`config.mk`:
```
export PLATFORM = sky130hd
export DESIGN_NAME = two_action_automaton
export DESIGN_NICKNAME = d
export VERILOG_FILES = /design/src/rtl/ta_pkg.sv /design/src/rtl/ta_fb_decode.sv /design/src/rtl/ta_step.sv /design/src/rtl/ta_action_dec.sv /design/src/rtl/two_action_automaton.sv
export SDC_FILE = /design/constraint.sdc
export NUM_CORES = 1
export LEC_CHECK = 0
export BUFFER_PORTS_ARGS = -buffer_cell sky130_fd_sc_hd__buf_2
export CORE_AREA = 2 2 39 41
export CTS_BUF_LIST = sky130_fd_sc_hd__clkbuf_8
export DETAILED_ROUTE_END_ITERATION = 8
export DIE_AREA = 0 0 41 43
export GPL_TIMING_DRIVEN = 0
export PLACE_DENSITY = 0.63
export SYNTH_ARGS = -nofsm -noshare
export SYNTH_HDL_FRONTEND = slang
export SYNTH_HIERARCHICAL = 1
export SYNTH_SLANG_ARGS = --single-unit
```
`constraint.sdc`:
```
create_clock -name clk -period 5 [get_ports clk]
set_input_delay 0 -clock clk [delete_from_list [all_inputs] [get_ports clk]]
set_output_delay 0 -clock clk [all_outputs]
set_load 0.005 [all_outputs]
```
`src/rtl/ta_pkg.sv`:
```
// Shared types for the two-action learning automaton.
package ta_pkg;

    // Decoded feedback for one cycle.
    typedef enum logic [1:0] {
        FB_NONE     = 2'b00,
        FB_REWARD   = 2'b01,
        FB_PENALTY  = 2'b10,
        FB_CONFLICT = 2'b11
    } fb_e;

endpackage

```
`src/rtl/ta_fb_decode.sv`:
```
// Feedback decoder.
// Turns the two raw pulse inputs into one feedback kind.
// Assumes the inputs are synchronous to the automaton clock.
module ta_fb_decode
    import ta_pkg::*;
(
    input  logic reward_i,
    input  logic penalty_i,
    output fb_e  fb_o
);

    // Classify the pair of pulses; both high is marked as a conflict.
    always_comb begin
        unique case ({penalty_i, reward_i})
            2'b01:   fb_o = FB_REWARD;
            2'b10:   fb_o = FB_PENALTY;
            2'b11:   fb_o = FB_CONFLICT;
            default: fb_o = FB_NONE;
        endcase
    end

endmodule

```
`src/rtl/ta_step.sv`:
```
// Next-state function of the automaton.
// States run from 1 to 2*HALF. A reward moves the state away from the
// midpoint and saturates at the ends. A penalty moves it toward the
// midpoint and across it. Conflict and none both hold the state.
// Assumes state_i is already in range.
module ta_step
    import ta_pkg::*;
#(
    parameter int HALF = 4,
    parameter int W    = $clog2(2 * HALF + 1)
) (
    input  logic [W-1:0] state_i,
    input  fb_e          fb_i,
    output logic [W-1:0] state_o
);

    localparam logic [W-1:0] ONE = W'(1);
    localparam logic [W-1:0] MID = W'(HALF);
    localparam logic [W-1:0] TOP = W'(2 * HALF);

    logic lower_half;
    assign lower_half = (state_i <= MID);

    // Apply one step of reinforcement to the current state.
    always_comb begin
        state_o = state_i;
        unique case (fb_i)
            FB_REWARD: begin
                if (lower_half) begin
                    if (state_i != ONE) state_o = state_i - ONE;
                end else begin
                    if (state_i != TOP) state_o = state_i + ONE;
                end
            end
            FB_PENALTY: begin
                if (lower_half) state_o = state_i + ONE;
                else            state_o = state_i - ONE;
            end
            default: state_o = state_i;
        endcase
    end

endmodule

```
`src/rtl/ta_action_dec.sv`:
```
// Action decoder: include when the state lies above the midpoint.
// Assumes the state is in 1..2*HALF.
module ta_action_dec #(
    parameter int HALF = 4,
    parameter int W    = $clog2(2 * HALF + 1)
) (
    input  logic [W-1:0] state_i,
    output logic         include_o
);

    localparam logic [W-1:0] MID = W'(HALF);

    // Threshold compare against the midpoint.
    always_comb include_o = (state_i > MID);

endmodule

```
`src/rtl/two_action_automaton.sv`:
```
// Two-action learning automaton, top level.
// Holds a saturating state line of 2*HALF states and a registered
// include/exclude action. The feedback pulses are sampled at the rising
// edge. The state and action both update at that edge.
// Assumes at most one pulse per cycle; a double pulse is ignored.
module two_action_automaton
    import ta_pkg::*;
#(
    parameter int HALF          = 4,
    parameter bit START_INCLUDE = 1'b0,
    localparam int W            = $clog2(2 * HALF + 1)
) (
    input  logic         clk,
    input  logic         rst_n,
    input  logic         reward_i,
    input  logic         penalty_i,
    output logic         action_o,
    output logic [W-1:0] state_o
);

    localparam logic [W-1:0] MID       = W'(HALF);
    localparam logic [W-1:0] MID_UP    = W'(HALF + 1);
    localparam logic [W-1:0] TOP       = W'(2 * HALF);
    localparam logic [W-1:0] ONE       = W'(1);
    localparam logic [W-1:0] RST_STATE = START_INCLUDE ? MID_UP : MID;

    fb_e          fb;
    logic [W-1:0] state_q, state_d;
    logic         action_q, include_d;

    ta_fb_decode u_dec (
        .reward_i  (reward_i),
        .penalty_i (penalty_i),
        .fb_o      (fb)
    );

    ta_step #(.HALF(HALF), .W(W)) u_step (
        .state_i (state_q),
        .fb_i    (fb),
        .state_o (state_d)
    );

    ta_action_dec #(.HALF(HALF), .W(W)) u_act (
        .state_i   (state_d),
        .include_o (include_d)
    );

    // State and action registers with synchronous reset.
    always_ff @(posedge clk) begin
        if (!rst_n) begin
            state_q  <= RST_STATE;
            action_q <= START_INCLUDE;
        end else begin
            state_q  <= state_d;
            action_q <= include_d;
        end
    end

    assign state_o  = state_q;
    assign action_o = action_q;

    // Assertions kept next to the registers they guard.
    assert_state_range_R9: assert property (@(posedge clk) disable iff (!rst_n)
        (state_q >= ONE) && (state_q <= TOP));

    assert_action_threshold_R2: assert property (@(posedge clk) disable iff (!rst_n)
        action_q == (state_q > MID));

    assert_conflict_hold_R7: assert property (@(posedge clk) disable iff (!rst_n)
        (reward_i && penalty_i) |=> $stable(state_q));

    assert_idle_hold_R8: assert property (@(posedge clk) disable iff (!rst_n)
        (!reward_i && !penalty_i) |=> $stable(state_q));

    assert_floor_sat_R3: assert property (@(posedge clk) disable iff (!rst_n)
        (reward_i && !penalty_i && state_q == ONE) |=> (state_q == ONE));

    assert_ceiling_sat_R4: assert property (@(posedge clk) disable iff (!rst_n)
        (reward_i && !penalty_i && state_q == TOP) |=> (state_q == TOP));

    assert_cross_up_R5: assert property (@(posedge clk) disable iff (!rst_n)
        (penalty_i && !reward_i && state_q == MID) |=> (state_q == MID_UP && action_q));

    assert_cross_down_R6: assert property (@(posedge clk) disable iff (!rst_n)
        (penalty_i && !reward_i && state_q == MID_UP) |=> (state_q == MID && !action_q));

endmodule

```
# Word level (Yosys, flattened, before mapping)
# Index checks and enable logic that the tools add are counted.
[word_totals] reg_bits=5 input_bits=4
[op_classes] add_sub_neg=2 order_cmp=2 n_eq_ne=7 muxes=6
[op_table] op="$mux W4" n=4
[op_table] op="$pmux W4 S2" n=1
[op_table] op="$eq A2 B2 Y1 const B" n=3
[op_table] op="$pmux W2 S3" n=1
[op_table] op="$add A4 B1 Y4 const B" n=1
[op_table] op="$eq A2 B1 Y1 const B" n=2
[op_table] op="$gt A4 B3 Y1 const B" n=1
[op_table] op="$le A4 B3 Y1 const B" n=1
[op_table] op="$ne A4 B1 Y1 const B" n=1
[op_table] op="$ne A4 B4 Y1 const B" n=1
[op_table] op="$sub A4 B1 Y4 const B" n=1

# Depth between registers and ports, before layout
[depth] word_depth=5 mapped_depth=10 depth_no_buf=9

# Cells and area by module
# The synthesis kept the hierarchy.
[by_module_without_submodules] mod="ta_step" n_inst=1 cells_each=60 area_each_um2=420.4 seq_area_each_um2=0.0
[by_module_without_submodules] mod="two_action_automaton" n_inst=1 cells_each=10 area_each_um2=131.4 seq_area_each_um2=100.1
[by_module_without_submodules] mod="ta_action_dec" n_inst=1 cells_each=2 area_each_um2=11.3 seq_area_each_um2=0.0
[by_module_without_submodules] mod="ta_fb_decode" n_inst=1 cells_each=2 area_each_um2=7.5 seq_area_each_um2=0.0

# Least setup slack after synthesis
# Ideal clock, no wire load.
[synth_timing] kind="reg2reg" startpoint="register state_q[1], in the netlist state_o[1]" endpoint="register action_q, in the netlist action_o" setup_ns=0.115 arrival_time_ns=1.840 required_ns=4.885 path_slack_ns=3.045 stages_incl_launch_ff=9 cell_sequence="dfxtp_1 -> inv_1 -> ha_1 -> and4b_1 -> o311ai_1 -> o31ai_1 -> mux2_2 -> nand2b_1 -> and2_1"
[synth_via] elab_chain_cells=5 word_cells_on_any_way=11 classes_between="add/sub: 2; order compare: 2; eq/ne: 2; mux: 5"
[synth_rtl] element="from (decl)" line="two_action_automaton.sv:28" text="logic [W-1:0] state_q, state_d;"
[synth_rtl] element="from (signal assigned)" line="two_action_automaton.sv:54" text="state_q <= state_d;"
[synth_rtl] element="$add A4 B1 Y4 (tied with other cells)" line="ta_step.sv:32, ta_step.sv:36"
[synth_rtl] element="$mux W4 (on tied branches)" line="ta_step.sv:32, ta_step.sv:30"
[synth_rtl] element="$mux W4" line="ta_step.sv:29" text="if (lower_half) begin"
[synth_rtl] element="$pmux W4 S2 (*)" line="ta_step.sv:27" text="unique case (fb_i)"
[synth_rtl] element="named net state_d[3]" line="two_action_automaton.sv:28"
[synth_rtl] element="$gt A4 B3 Y1 (*)" line="ta_action_dec.sv:14" text="always_comb include_o = (state_i > MID);"
[synth_rtl] element="named net include_d" line="two_action_automaton.sv:29" text="logic action_q, include_d;"
[synth_rtl] element="to (signal assigned)" line="two_action_automaton.sv:55" text="action_q <= include_d;"
[synth_rtl] element="to (decl)" line="two_action_automaton.sv:29"
# The timed path passes the listed nets; every way through them passes the cells marked *.
# A chain may end at the register's enable or synchronous reset.

# Worst setup path in the final report
# Same ends and word-level chain as after synthesis.

==> results_dict.tcl <==
set metrics [dict create \
    result_of_the_run "finished clean" \
    slew_headroom_pct 75.4 \
    cpMaxStageDelayCell "sky130_fd_sc_hd__dfxtp_1" \
    num-nets-final 96 \
    tns_ps 0 \
    kind_of_launch_point_of_the_worst_setup_path "flip-flop" \
    cp_cell_sequence "inv_1 -> ha_1 -> and4b_1 -> o311ai_1 -> o31ai_1 -> mux2_2 -> nand2b_1 -> and2_1" \
    synth-edff-count 0 \
    die_height_um 43 \
    synth_fp_nets 84 \
    rr_worst_depth 8 \
    totalWireLength_mm 1.22 \
    unrepaired_setup_endpoints_after_global_routing "false" \
    maximum_number_of_pins_on_one_net_before_global_route_repair 12 \
    holdCritStartpoint "rst_n" \
    power.ir.vdd_worst_mv 0.0931 \
    detailedPlacementHpwl_um 881 \
    placeableCoreArea_mm2 0.00138 \
    first_pass_iters 4 \
    yosysUniqueCellTypes 35 \
    timing.critical_path.fanout_max 9 \
    ctsHtreeMaxLevel 1 \
    syn_area_per_cell_um2 7.71 \
    regToRegEndpoint "action_o" \
    tritoncts_clock_tree "done" \
    worstSetupPathType "flip-flop to flip-flop" \
    endpoint_class_of_the_critical_path "flip-flop" \
    grt_usage_pct 17.4 \
    min-delay-path-class "input pin to flip-flop" \
    final_period_demand_of_the_worst_path_ps 2190 \
    clk-insertion-delay-late_ps 220 \
    core.rowCount 14 \
    initialDrtViolationCount 12 \
    avgRoutedWirePerCell_um 12.0 \
    worstHoldPathCells 3 \
    clock-root-buffer "sky130_fd_sc_hd__clkbuf_8" \
    timing.final.ws_setup_ps 2810 \
    overflow_left_after_global_routing 0 \
    critPathBufInv 1 \
    crit_end "action_o" \
    first_pass_grt_wire_length_mm 2.14 \
    crit_family "simple AND/OR/NAND/NOR gates" \
    hold_violations 0 \
    finalWeightedCongestion 0.769 \
    cp-startpoint "state_o[1]" \
    finalMaxSlewViolations 0 \
    cellPowerDensity_mw_per_mm2 265 \
    final_setup_violation_count 0 \
    critical_path_cell_count 8 \
    cpPeakStageDelay_ps 380 \
    cts-root-to-sink-buffers 2 \
    yosysWarningCount 6 \
    leakagePower_uw 0.000292 \
    reg_clk_slew_reported_paths_ps 40 \
    area.growth.synth_to_final_pct 18.4 \
    io-pin-count 9 \
    chipWidth_um 41 \
    ff2ff_setup_slack_ps 2810 \
    grt_pass1_vias 491 \
    final_core_util_pct 48.8 \
    crit_required_ps 5110 \
    initial_core_util_pct 41.2 \
    synthesis.instances 74 \
    max_slew.worst_pin.slew_ps 366 \
    worst_ep_arrival_time_ps 2300 \
    timing.final.crit_share_pct 43.8 \
    drv.max_cap_violation_count 0 \
    fraction_of_layout_cells_with_a_size_suffix_above_1_pct 15.3 \
    cts_resized 0 \
    crit-reg2reg-launch "state_o[1]" \
    port_buffers 6 \
    grt_antenna_before_repair 0 \
    dieArea_mm2 0.00176 \
    postSynthRegisterBits 5 \
    synth-main-ff-cell "sky130_fd_sc_hd__dfxtp_1" \
    routed_vias 563 \
    post_synthesis_instance_area_um2 571 \
    n_antenna_cell 0 \
    route.antenna.remaining_nets 0 \
    post-place-ws_ps 2840 \
    synth-async-reset-ratio_pct 0 \
    ys_seq_area_share_pct 17.5 \
    clock_skew_ps 2.01 \
    via_per_inst 5.57 \
    drcViolationCount 0 \
    max_freq_mhz 456 \
    tritoncts.num_buffers 3 \
    cts.sink_count 5 \
]
[worst register-to-register path, stage by stage (launching register included)]
cell and delay (ps):
sky130_fd_sc_hd__dfxtp_1 380, sky130_fd_sc_hd__inv_1 170, sky130_fd_sc_hd__ha_1 340, sky130_fd_sc_hd__and4b_1 240, sky130_fd_sc_hd__o311ai_1 290, sky130_fd_sc_hd__o31ai_1 110
sky130_fd_sc_hd__mux2_2 280, sky130_fd_sc_hd__nand2b_1 130, sky130_fd_sc_hd__and2_1 140
[layer usage]
layer / share of wire (%) / wire length (um) / GRT usage [%] / vias to the layer above
met3: 3.0 / 36 / 1.57 / 2
met2: 44 / 534 / 24.4 / 15
li1: - / - / - / 294
met4: 1.8 / 22 / 10.0 / 0
met1: 51 / 623 / 24.8 / 252
met5: 0 / 0 / 0 / -
[cell type report]
cell class,count,area (um^2)
timing repair buffer,7,40.0
multi-input combinational,58,425
fill,139,708
clock inverter,1,3.75
buffer,6,26.3
sequential,5,100
tap,16,20.0
clock buffer,3,41.3
inverter,5,18.8
[through the flow]
step,total power (uW),hold WS (ps),std cells,instance area (um^2)
2_1_floorplan,93.9,73.0,74,571
5_1_grt,193,557,101,676
6_report,179,531,101,676
4_1_cts,181,511,101,676
3_5_place_dp,108,213,96,621
3_3_place_gp,108,211,96,621
[worst min path at each step]
stage	end	slack [ps]
after floorplan	state_o[2]	70
after global placement	state_o[2]	210
after detailed placement	state_o[2]	210
after CTS	state_o[3]	510
after global routing	state_o[3]	560
final	state_o[2]	530
[kinds of logic after synthesis]
logic type                 count (synthesis)  share of synthesized area [%]
AOI/OAI and AO/OA                         21                           24.3
buffers and inverters                     11                           7.89
muxes                                      3                           5.48
and+or+nand+nor                           28                           31.6
adders and majority gates                  6                           13.2
DFF                                        5                           17.5
[where the power goes]
part	leakage [uW]	internal, uW	switching [uW]	total (uW)
sequential	0.0000410	43.8	4.23	48.0
combinational	0.000224	28.1	32.2	60.3
clock	0.0000269	52.5	18.2	70.7
total	0.000292	124	54.7	179
[placed cells by master, fill, tap and decap left out, drive strengths merged, types with 2 or more instances in the layout]
master,synthesis,routed
nor4bb,2,2
o21ai,6,6
o31ai,3,3
nor2b,5,5
nand2b,3,3
inv,5,6
and2,4,4
a211oi,2,2
clkbuf,4,7
dfxtp,5,5
ha,6,6
mux2i,2,2
nor3b,2,2
nand2,3,3
buf,2,8
a21oi,3,3
[cell usage after synthesis (all sizes together) (2+ instances only)]
cell,count,share of area [%]
a211oi,2,2.6
clkbuf,4,2.8
nor3b,2,2.6
nand2b,3,3.3
buf,2,1.8
mux2i,2,3.5
inv,5,3.3
nand2,3,2.0
and2,4,4.4
a21oi,3,2.6
o21ai,6,5.3
dfxtp,5,18
nor4bb,2,3.5
o31ai,3,3.9
ha,6,13
nor2b,5,5.5
[timing repair]
item	in CTS	in global routing
setup buffers	0	0
hold buffers	1	0
hold endpoints to repair	1	0
[flip-flops by register name, indices dropped and copies added (netlist names)]
signal / flops
action_o: 1
state_o: 4
Note: power is estimated with default switching activity, not from simulation.
